File: src/rtl/ecc_ix_pkg.sv
package ecc_ix_pkg;

  typedef enum logic [1:0] {
    SLOT_SYN  = 2'd0,
    SLOT_RSVD = 2'd1,
    SLOT_PAT  = 2'd2,
    SLOT_LOC  = 2'd3
  } slot_kind_e;

  // Classify an address given where the syndrome run ends and the pair run starts.
  function automatic slot_kind_e slot_kind(input int unsigned addr,
                                           input int unsigned num_syn,
                                           input int unsigned pair_base);
    if (addr < num_syn)        return SLOT_SYN;
    else if (addr < pair_base) return SLOT_RSVD;
    else if (((addr - pair_base) % 2) == 0) return SLOT_PAT;
    else                       return SLOT_LOC;
  endfunction

endpackage

File: src/rtl/ecc_ix_addr_ctr.sv
module ecc_ix_addr_ctr #(
  parameter int ADDR_W = 4
) (
  input  logic              clk,
  input  logic              rst_n,
  input  logic              wr_fire,
  input  logic [ADDR_W-1:0] wdata,
  input  logic              inc_fire,
  output logic [ADDR_W-1:0] addr_q
);

  // Write has priority over increment; increment wraps naturally.
  function automatic logic [ADDR_W-1:0] next_addr(input logic [ADDR_W-1:0] cur,
                                                  input logic              we,
                                                  input logic [ADDR_W-1:0] wd,
                                                  input logic              inc);
    if (we)       return wd;
    else if (inc) return cur + ADDR_W'(1);
    else          return cur;
  endfunction

  always_ff @(posedge clk or negedge rst_n) begin
    if (!rst_n) addr_q <= '0;
    else        addr_q <= next_addr(addr_q, wr_fire, wdata, inc_fire);
  end

endmodule

File: src/rtl/ecc_ix_slot_mux.sv
module ecc_ix_slot_mux
  import ecc_ix_pkg::*;
#(
  parameter int ADDR_W   = 4,
  parameter int DATA_W   = 8,
  parameter int NUM_SYN  = 7,
  parameter int NUM_PAIR = 3,
  parameter int CNT_W    = 2
) (
  input  logic [ADDR_W-1:0]          addr,
  input  logic                       sw_corr_req,
  input  logic [CNT_W-1:0]           err_cnt,
  input  logic [NUM_SYN*DATA_W-1:0]  syn_bus,
  input  logic [NUM_PAIR*DATA_W-1:0] pat_bus,
  input  logic [NUM_PAIR*DATA_W-1:0] loc_bus,
  output logic [DATA_W-1:0]          sel_byte,
  output slot_kind_e                 sel_kind
);

  localparam int SLOTS     = 1 << ADDR_W;
  localparam int PAIR_BASE = SLOTS - 2 * NUM_PAIR;

  logic [DATA_W-1:0] slot_tbl [SLOTS];

  // Pair k is present only while correction is requested and count exceeds k.
  function automatic logic pair_live(input logic req, input logic [CNT_W-1:0] cnt,
                                     input int unsigned k);
    return req && (int'(cnt) > int'(k));
  endfunction

  for (genvar s = 0; s < SLOTS; s++) begin : g_slot
    if (s < NUM_SYN) begin : g_syn
      assign slot_tbl[s] = syn_bus[s*DATA_W +: DATA_W];
    end else if (s < PAIR_BASE) begin : g_rsvd
      assign slot_tbl[s] = '0;
    end else begin : g_pair
      localparam int K = (s - PAIR_BASE) / 2;
      if (((s - PAIR_BASE) % 2) == 0) begin : g_pat
        assign slot_tbl[s] = pair_live(sw_corr_req, err_cnt, K) ?
                             pat_bus[K*DATA_W +: DATA_W] : '0;
      end else begin : g_loc
        assign slot_tbl[s] = pair_live(sw_corr_req, err_cnt, K) ?
                             loc_bus[K*DATA_W +: DATA_W] : '0;
      end
    end
  end

  assign sel_byte = slot_tbl[addr];
  assign sel_kind = slot_kind(int'(addr), NUM_SYN, PAIR_BASE);

endmodule

File: src/rtl/ecc_ix_port.sv
module ecc_ix_port
  import ecc_ix_pkg::*;
#(
  parameter int ADDR_W   = 4,
  parameter int DATA_W   = 8,
  parameter int NUM_SYN  = 7,
  parameter int NUM_PAIR = 3,
  parameter int CNT_W    = 2
) (
  input  logic                       clk,
  input  logic                       rst_n,
  input  logic                       addr_we,
  input  logic [ADDR_W-1:0]          addr_wdata,
  input  logic                       data_re,
  input  logic                       inc_disable,
  input  logic                       sw_corr_req,
  input  logic [CNT_W-1:0]           err_cnt,
  input  logic [NUM_SYN*DATA_W-1:0]  syn_bus,
  input  logic [NUM_PAIR*DATA_W-1:0] pat_bus,
  input  logic [NUM_PAIR*DATA_W-1:0] loc_bus,
  output logic [ADDR_W-1:0]          addr_q,
  output logic [DATA_W-1:0]          rd_data
);

  // Named internal events, visible to the checker.
  logic        rd_fire;
  logic        inc_fire;
  logic        wr_fire;
  logic [DATA_W-1:0] sel_byte;
  slot_kind_e  sel_kind;

  assign rd_fire  = data_re;
  assign wr_fire  = addr_we;
  assign inc_fire = data_re && !inc_disable;

  ecc_ix_addr_ctr #(.ADDR_W(ADDR_W)) u_ctr (
    .clk      (clk),
    .rst_n    (rst_n),
    .wr_fire  (wr_fire),
    .wdata    (addr_wdata),
    .inc_fire (inc_fire),
    .addr_q   (addr_q)
  );

  ecc_ix_slot_mux #(
    .ADDR_W(ADDR_W), .DATA_W(DATA_W), .NUM_SYN(NUM_SYN),
    .NUM_PAIR(NUM_PAIR), .CNT_W(CNT_W)
  ) u_mux (
    .addr        (addr_q),
    .sw_corr_req (sw_corr_req),
    .err_cnt     (err_cnt),
    .syn_bus     (syn_bus),
    .pat_bus     (pat_bus),
    .loc_bus     (loc_bus),
    .sel_byte    (sel_byte),
    .sel_kind    (sel_kind)
  );

  always_ff @(posedge clk or negedge rst_n) begin
    if (!rst_n)       rd_data <= '0;
    else if (rd_fire) rd_data <= sel_byte;
  end

endmodule

File: config.mk
export PLATFORM = sky130hd
export DESIGN_NAME = ecc_ix_port
export DESIGN_NICKNAME = d
export VERILOG_FILES = /design/src/rtl/ecc_ix_pkg.sv /design/src/rtl/ecc_ix_addr_ctr.sv /design/src/rtl/ecc_ix_slot_mux.sv /design/src/rtl/ecc_ix_port.sv
export SDC_FILE = /design/constraint.sdc
export NUM_CORES = 1
export LEC_CHECK = 0
export BUFFER_PORTS_ARGS = -buffer_cell sky130_fd_sc_hd__buf_2
export CORE_MARGIN = 3
export CORE_UTILIZATION = 39
export DETAILED_ROUTE_END_ITERATION = 10
export GPL_TIMING_DRIVEN = 0
export PLACE_DENSITY = 0.87
export SKIP_CTS_REPAIR_TIMING = 1
export SLEW_MARGIN = 0
export SYNTH_ARGS = -nofsm -noshare
export SYNTH_HDL_FRONTEND = slang
export SYNTH_SLANG_ARGS = --single-unit
File: constraint.sdc
create_clock -name clk -period 1.6 [get_ports clk]
set_input_delay 0.16 -clock clk [delete_from_list [all_inputs] [get_ports clk]]
set_output_delay 0.16 -clock clk [all_outputs]
set_load 0.005 [all_outputs]
; Word-level counts from Yosys, hierarchy flattened
; Index checks and enable logic that the tools add are counted.
[classes]
add_sub_neg = 1
n_lt_le_gt_ge = 4
n_mux = 11
bitwise_logic = 1
reduce_logical = 6
[ops]
columns = cell, count
row1 = $mux 8, 8
row2 = $bmux 8 s4, 1
row3 = $mux 4, 2
row4 = $ge 5x5->1 const B, 1
row5 = $not 4->5, 1
row6 = $add 4x1->4 const B, 1
row7 = $gt 2x1->1 const B, 2
row8 = $logic_and 1x1->1, 4
row9 = $gt 2x2->1 const B, 1
row10 = $reduce_bool 2->1, 1
row11 = $logic_not 1->1, 1
[totals]
regBits = 12
in_bits = 116
elab_cells = 25

; Longest topological paths before layout
[logic_depth]
depth_word = 6
ltp_mapped = 6
depth_no_buf = 4

; Cells and area by module
; Synthesis repeated with hierarchy kept, for this count alone.
[unflattened]
cells_unflattened = 163
area_unflattened_um2 = 1579.0
[by_module_without_submodules]
columns = mod, n_inst, cells_per_inst, area_each_um2
row1 = ecc_ix_slot_mux, 1, 127, 1038.5
row2 = ecc_ix_port, 1, 18, 337.8
row3 = ecc_ix_addr_ctr, 1, 18, 202.7

; Worst setup path before layout
; OpenSTA, ideal clock, no wires.
[synth_timing]
path_type = reg-to-reg
start = reg u_ctr.addr_q[0]
end = reg rd_data[0]
arrival_time_ps = 1287
t_required_ps = 1471
path_slack_ps = 184
stages_incl_launch_ff = 5
path_buffers = 1
synth_period_minus_slack_ps = 1416
path_cell_list = dfrtp_1 buf_4 mux2_2 a221oi_1 nor3_2
[synth_between]
elab_chain_cells = 4
[synth_lines]
columns = item, line_no
row1 = "start, declared", ecc_ix_addr_ctr.sv:9  ; output logic [ADDR_W-1:0] addr_q
row2 = "start signal, assigned", ecc_ix_addr_ctr.sv:24  ; else addr_q <= next_addr(addr_q, wr_fire, wdata, inc_fire);
row3 = $not 4->5 (not written as such), ecc_ix_slot_mux.sv:48  ; assign sel_byte = slot_tbl[addr];
row4 = $bmux 8 s4, ecc_ix_slot_mux.sv:48
row5 = $mux 8 (not written as such) (2 in series), ecc_ix_slot_mux.sv:48
row6 = "end signal, assigned", ecc_ix_port.sv:61  ; else if (rd_fire) rd_data <= sel_byte;
row7 = "end, declared", ecc_ix_port.sv:22  ; output logic [DATA_W-1:0] rd_data
; Every way passes these cells. The select of a mux whose other input is x is not followed.
; A chain may end at the register's enable or synchronous reset.

; Final worst setup path
[layout_timing]
start = reg u_ctr.addr_q[1]
end = reg rd_data[3]
; The elaborated chain is that of the path after synthesis.

==> reports/qor_table.md <==
| Stage | Quantity | Value |
|---|---|---|
| clock network | H-tree depth | 1 |
| setup path | Worst path depth | 5 |
| synth | Count of unique library cells instantiated by Yosys | 27 |
| power and ir drop | Internal power consumption | 0.987 mW |
| floorplanning | Height of the chip | 67.6 um |
| cells and area | Area used by multi-input combinational logic | 1140 um2 |
| synth | Count of mapped cells out of synthesis | 158 |
| synth | Avg Cell Area, Syn | 9.38 um2 |
| floorplanning | Width of the chip | 67.6 um |
| setup path | Worst path arrival time | 1660 ps |
| setup path | Highest net fanout along the worst path | 8 |
| route | Number of vias per cell after detailed routing | 5.49 |
| synth | Warning count from the yosys run | 0 |
| synth | Synthesized-area fraction occupied by xor and xnor cells | 1.77% |
| timing | Final-report hold violation count | 0 |
| power and ir drop | Peak supply drop | 610 uV |
| synth | Post-synthesis share of cell area spent on full adders, half adders and majority gates | 0.845% |
| floorplanning | Initial cell density of the core | 42.4% |
| setup path | Largest stage delay on the critical path | 450 ps |
| route | Vias after detailed routing | 1,850 |
| power and ir drop | Total power density per cell area | 657 nW/um2 |
| setup path | Cell family with the largest share of critical-path delay | compound AO/OA/AOI/OAI gates |
| setup path | Startpoint type of the worst setup path | flip-flop |
| cells and area | Share of the core filled with cells in the final layout | 66.0% |
| min path | Kind of path behind the tightest hold check | primary input to flip-flop |
| floorplanning | I/O pins | 128 |
| setup path | Number of buffers and inverters on the critical path | 1 |
| clock network | Clock root buffer | clkbuf_8 |
| timing | Peak clock frequency supported by timing | 648 MHz |
| clock network | Clk buf depth | 2 |
| grt | Maximum number of pins on one net before global-route repair | 13 |
| grt | Total congestion overflow | 0 |
| run | Max-cap check violation count | 0 |
| min path | Min-Delay Path Depth | 3 |
| route | Post-detailed-route DRC marker count | 0 |
| timing | Worst relative slew slack | 66.1% |
| timing | Shortest clock period the worst path allows after layout | 1540 ps |
| synth | Synthesized-area fraction occupied by ao, oa, aoi and oai cells | 20.3% |
| cells and area | Net total in the final layout | 409 |
| clock network | Reg clk slew, reported paths | 50 ps |
| cells and area | Area Growth Syn to Fin | 55.7% |
| route | Antenna Violating Nets Remaining | 0 |
| floorplanning | Area inside the core boundary | 3490 um2 |
| timing | Final worst path period share | 96.5% |
| route | Detailed Route WL | 5.37 mm |
| power and ir drop | Seq pwr share | 26.5% |
| cells and area | Register Area | 302 um2 |
| synth | Synthesized cell area | 1480 um2 |
| setup path | Required time reported for the critical path endpoint | 1720 ps |
| cells and area | Layout cells sized above 1 | 59.1% |
| route | Starting DRT DRC Count | 81 |
| cells and area | # fillers | 319 |
| grt | Vias in the first global route | 1,793 |
| power and ir drop | Share of power burned in the clock network | 22.0% |
| power and ir drop | Sw frac | 34.9% |
| placement | GPL Wtd Cong | 0.840 |
| timing | Unrepaired setup endpoints after global routing | yes |
| synth | Sequential element share of the synthesized area | 20.3% |
| timing | Min setup slack post-route | 56.0 ps |
| clock network | Number of sinks handled by clock tree synthesis | 12 |
| grt | GRT Overall Usage | 22.4% |
| power and ir drop | Leakage power figure | 1.15 nW |
| setup path | Endpoint kind of the worst setup timing path | flip-flop |
| setup path | Reg2reg path depth | 5 |
| floorplanning | DIE AREA | 4570 um2 |
| synth | Count of state elements after synthesis | 12 |
| setup path | Worst Setup Path Type | flip-flop to flip-flop |
| setup path | Critical-path cell list | nor2b_1 -> buf_4 -> o211a_4 -> a221oi_1 -> nor3_2 |
| placement | Number of buffers added on ports | 127 |
| route | Detailed-route wire length per cell | 15.9 um |
| power and ir drop | Part of the total power dissipated in combinational logic | 51.5% |
| placement | Post-place setup slack | -38.5 ps |
| cells and area | Number of inserted diodes | 0 |
| timing | Minimum hold slack | 118 ps |
| clock network | Clock latency on the worst-skew pair | 240 ps |
| grt | Number of antenna violations at the first check in global routing | 0 |
| synth | Post-Syn Nets | 275 |
| grt | First-pass GRT wire length | 7.78 mm |
| timing | Total count of max-transition violations in the final report | 0 |
| clock network | Number of CTS-inserted buffers | 3 |
| timing | Fin Clk Skew | 0.418 ps |
| clock network | TritonCTS clock tree | done |
| power and ir drop | Net Sw Power | 0.528 mW |
| synth | Multiplexer fraction of the synthesized cell area | 34.7% |
| run status | Outcome | finished, final reports clean |
| placement | Half-perimeter wire length after detailed placement | 4.47 mm |
| synth | Main combinational cell family by area after synthesis | multiplexers |
| route | DR pass1 iterations | 6 |
| setup path | Slowest stage cell, crit path | dfrtp_1 |
| synth | Area share of and/or/nand/nor cells after synthesis | 15.8% |
| timing | Number of endpoints failing setup at the final stage | 0 |
| floorplanning | Site row count | 21 |
| timing | Worst-margin pin slew | 508 ps |
## cell type report
class | instances | area share (%)
repair buffers | 129 | 28.3
flip-flops and latches | 12 | 13.1
well taps | 46 | 2.49
plain buffers | 13 | 4.34
clock buffers | 4 | 2.39
multi-input cells | 133 | 49.4
## worst min-delay path: stages
cell and delay (ps):
buf_2 70, nand2_1 40, o21ai_0 50
## layer usage
metal / global-route usage (%) / vias up / routed length (um) / share of wire (%)
met5: 0 / - / 0 / 0
met2: 41.4 / 99 / 2680 / 50
li1: - / 890 / - / -
met1: 25.5 / 853 / 2050 / 38
met4: 7.34 / 0 / 80 / 1.5
met3: 3.83 / 8 / 558 / 10
## kinds of logic (layout without fill, tap and decap cells)
group | Yosys count | in the layout
compound gates | 43 | 43
buf+inv | 13 | 146
flops | 12 | 12
simple gates | 37 | 37
fa+ha+maj | 1 | 1
xor+xnor | 3 | 3
mux | 49 | 49
## through the flow
step	cell area (um2)	power, mW	cells	TNS (ps)
2_1_floorplan	1480	0.851	158	0
3_3_place_gp	2170	1.13	331	-110
3_5_place_dp	2170	1.15	331	-130
4_1_cts	2230	1.48	335	-161
5_1_grt	2310	1.62	337	-97.5
6_report	2310	1.51	337	0
## power by group through the flow
stage / Clock, mW / Sequential [mW] / Combinational, mW
after global placement: 0 / 0.400 / 0.732
after CTS: 0.337 / 0.398 / 0.749
final: 0.333 / 0.401 / 0.780
after detailed placement: 0 / 0.403 / 0.746
after global routing: 0.354 / 0.406 / 0.857
after floorplan: 0 / 0.401 / 0.450
## worst paths after layout
check | end | start | slack (ps)
setup / recovery | rd_data[3]$_DFFE_PN0P_ | u_ctr.addr_q[1]$_DFFE_PN0P_ | 60
hold / removal | u_ctr.addr_q[1]$_DFFE_PN0P_ | addr_wdata[1] | 120
setup reg to reg | rd_data[3]$_DFFE_PN0P_ | u_ctr.addr_q[1]$_DFFE_PN0P_ | 60
hold reg to reg | rd_data[4]$_DFFE_PN0P_ | rd_data[4]$_DFFE_PN0P_ | 510
max in group asynchronous | u_ctr.addr_q[0]$_DFFE_PN0P_ | rst_n | 1060
min in group asynchronous | rd_data[5]$_DFFE_PN0P_ | rst_n | 310
## Yosys cell counts
library cell,count,share of area [%]
buf_8,1,1.0
a22oi_1,8,4.1
o21ai_0,3,1.0
nor2b_1,2,0.84
nand4_1,2,0.84
o211ai_1,8,4.1
nor3_2,7,4.7
nor2_1,9,2.3
mux2_2,9,6.8
mux2i_1,39,26
o211a_1,1,0.68
a21oi_1,7,2.4
o221ai_1,1,0.59
buf_4,6,3.0
o22ai_1,8,3.4
clkbuf_1,2,0.51
dfrtp_1,12,20
buf_2,3,1.0
nand2_1,5,1.3
ha_1,1,0.84
buf_6,1,0.76
a221oi_1,7,4.1
mux4_2,1,1.5
xor2_1,1,0.59
nand3b_1,9,4.6
nand2b_1,3,1.3
xnor2_1,2,1.2
## cell usage in the layout, fill, tap and decap left out
master,n
mux2i_1,39
clkbuf_4,2
nor2b_1,2
nor2_4,1
mux4_2,1
nand2_1,5
o21ai_0,3
a221oi_2,3
ha_1,1
buf_4,7
a221oi_1,4
clkbuf_2,1
nand3b_1,9
o221ai_1,1
nand2b_1,3
a21oi_1,2
nor2_1,8
o211a_4,1
buf_2,128
nand4_1,2
dlygate4sd3_1,1
a21oi_2,5
mux2_2,9
a22oi_1,8
o211ai_1,8
nor3_2,7
buf_6,1
xnor2_1,2
dfrtp_2,1
buf_8,1
dfrtp_1,11
clkbuf_1,1
o22ai_1,8
xor2_1,1
clkbuf_8,4
## state kept, by name (all words and copies together), names as in the netlist
| register | flops |
|---|---|
| u_ctr.addr_q | 4 |
| rd_data | 8 |
No activity file was read; power rests on OpenSTA's default activity.
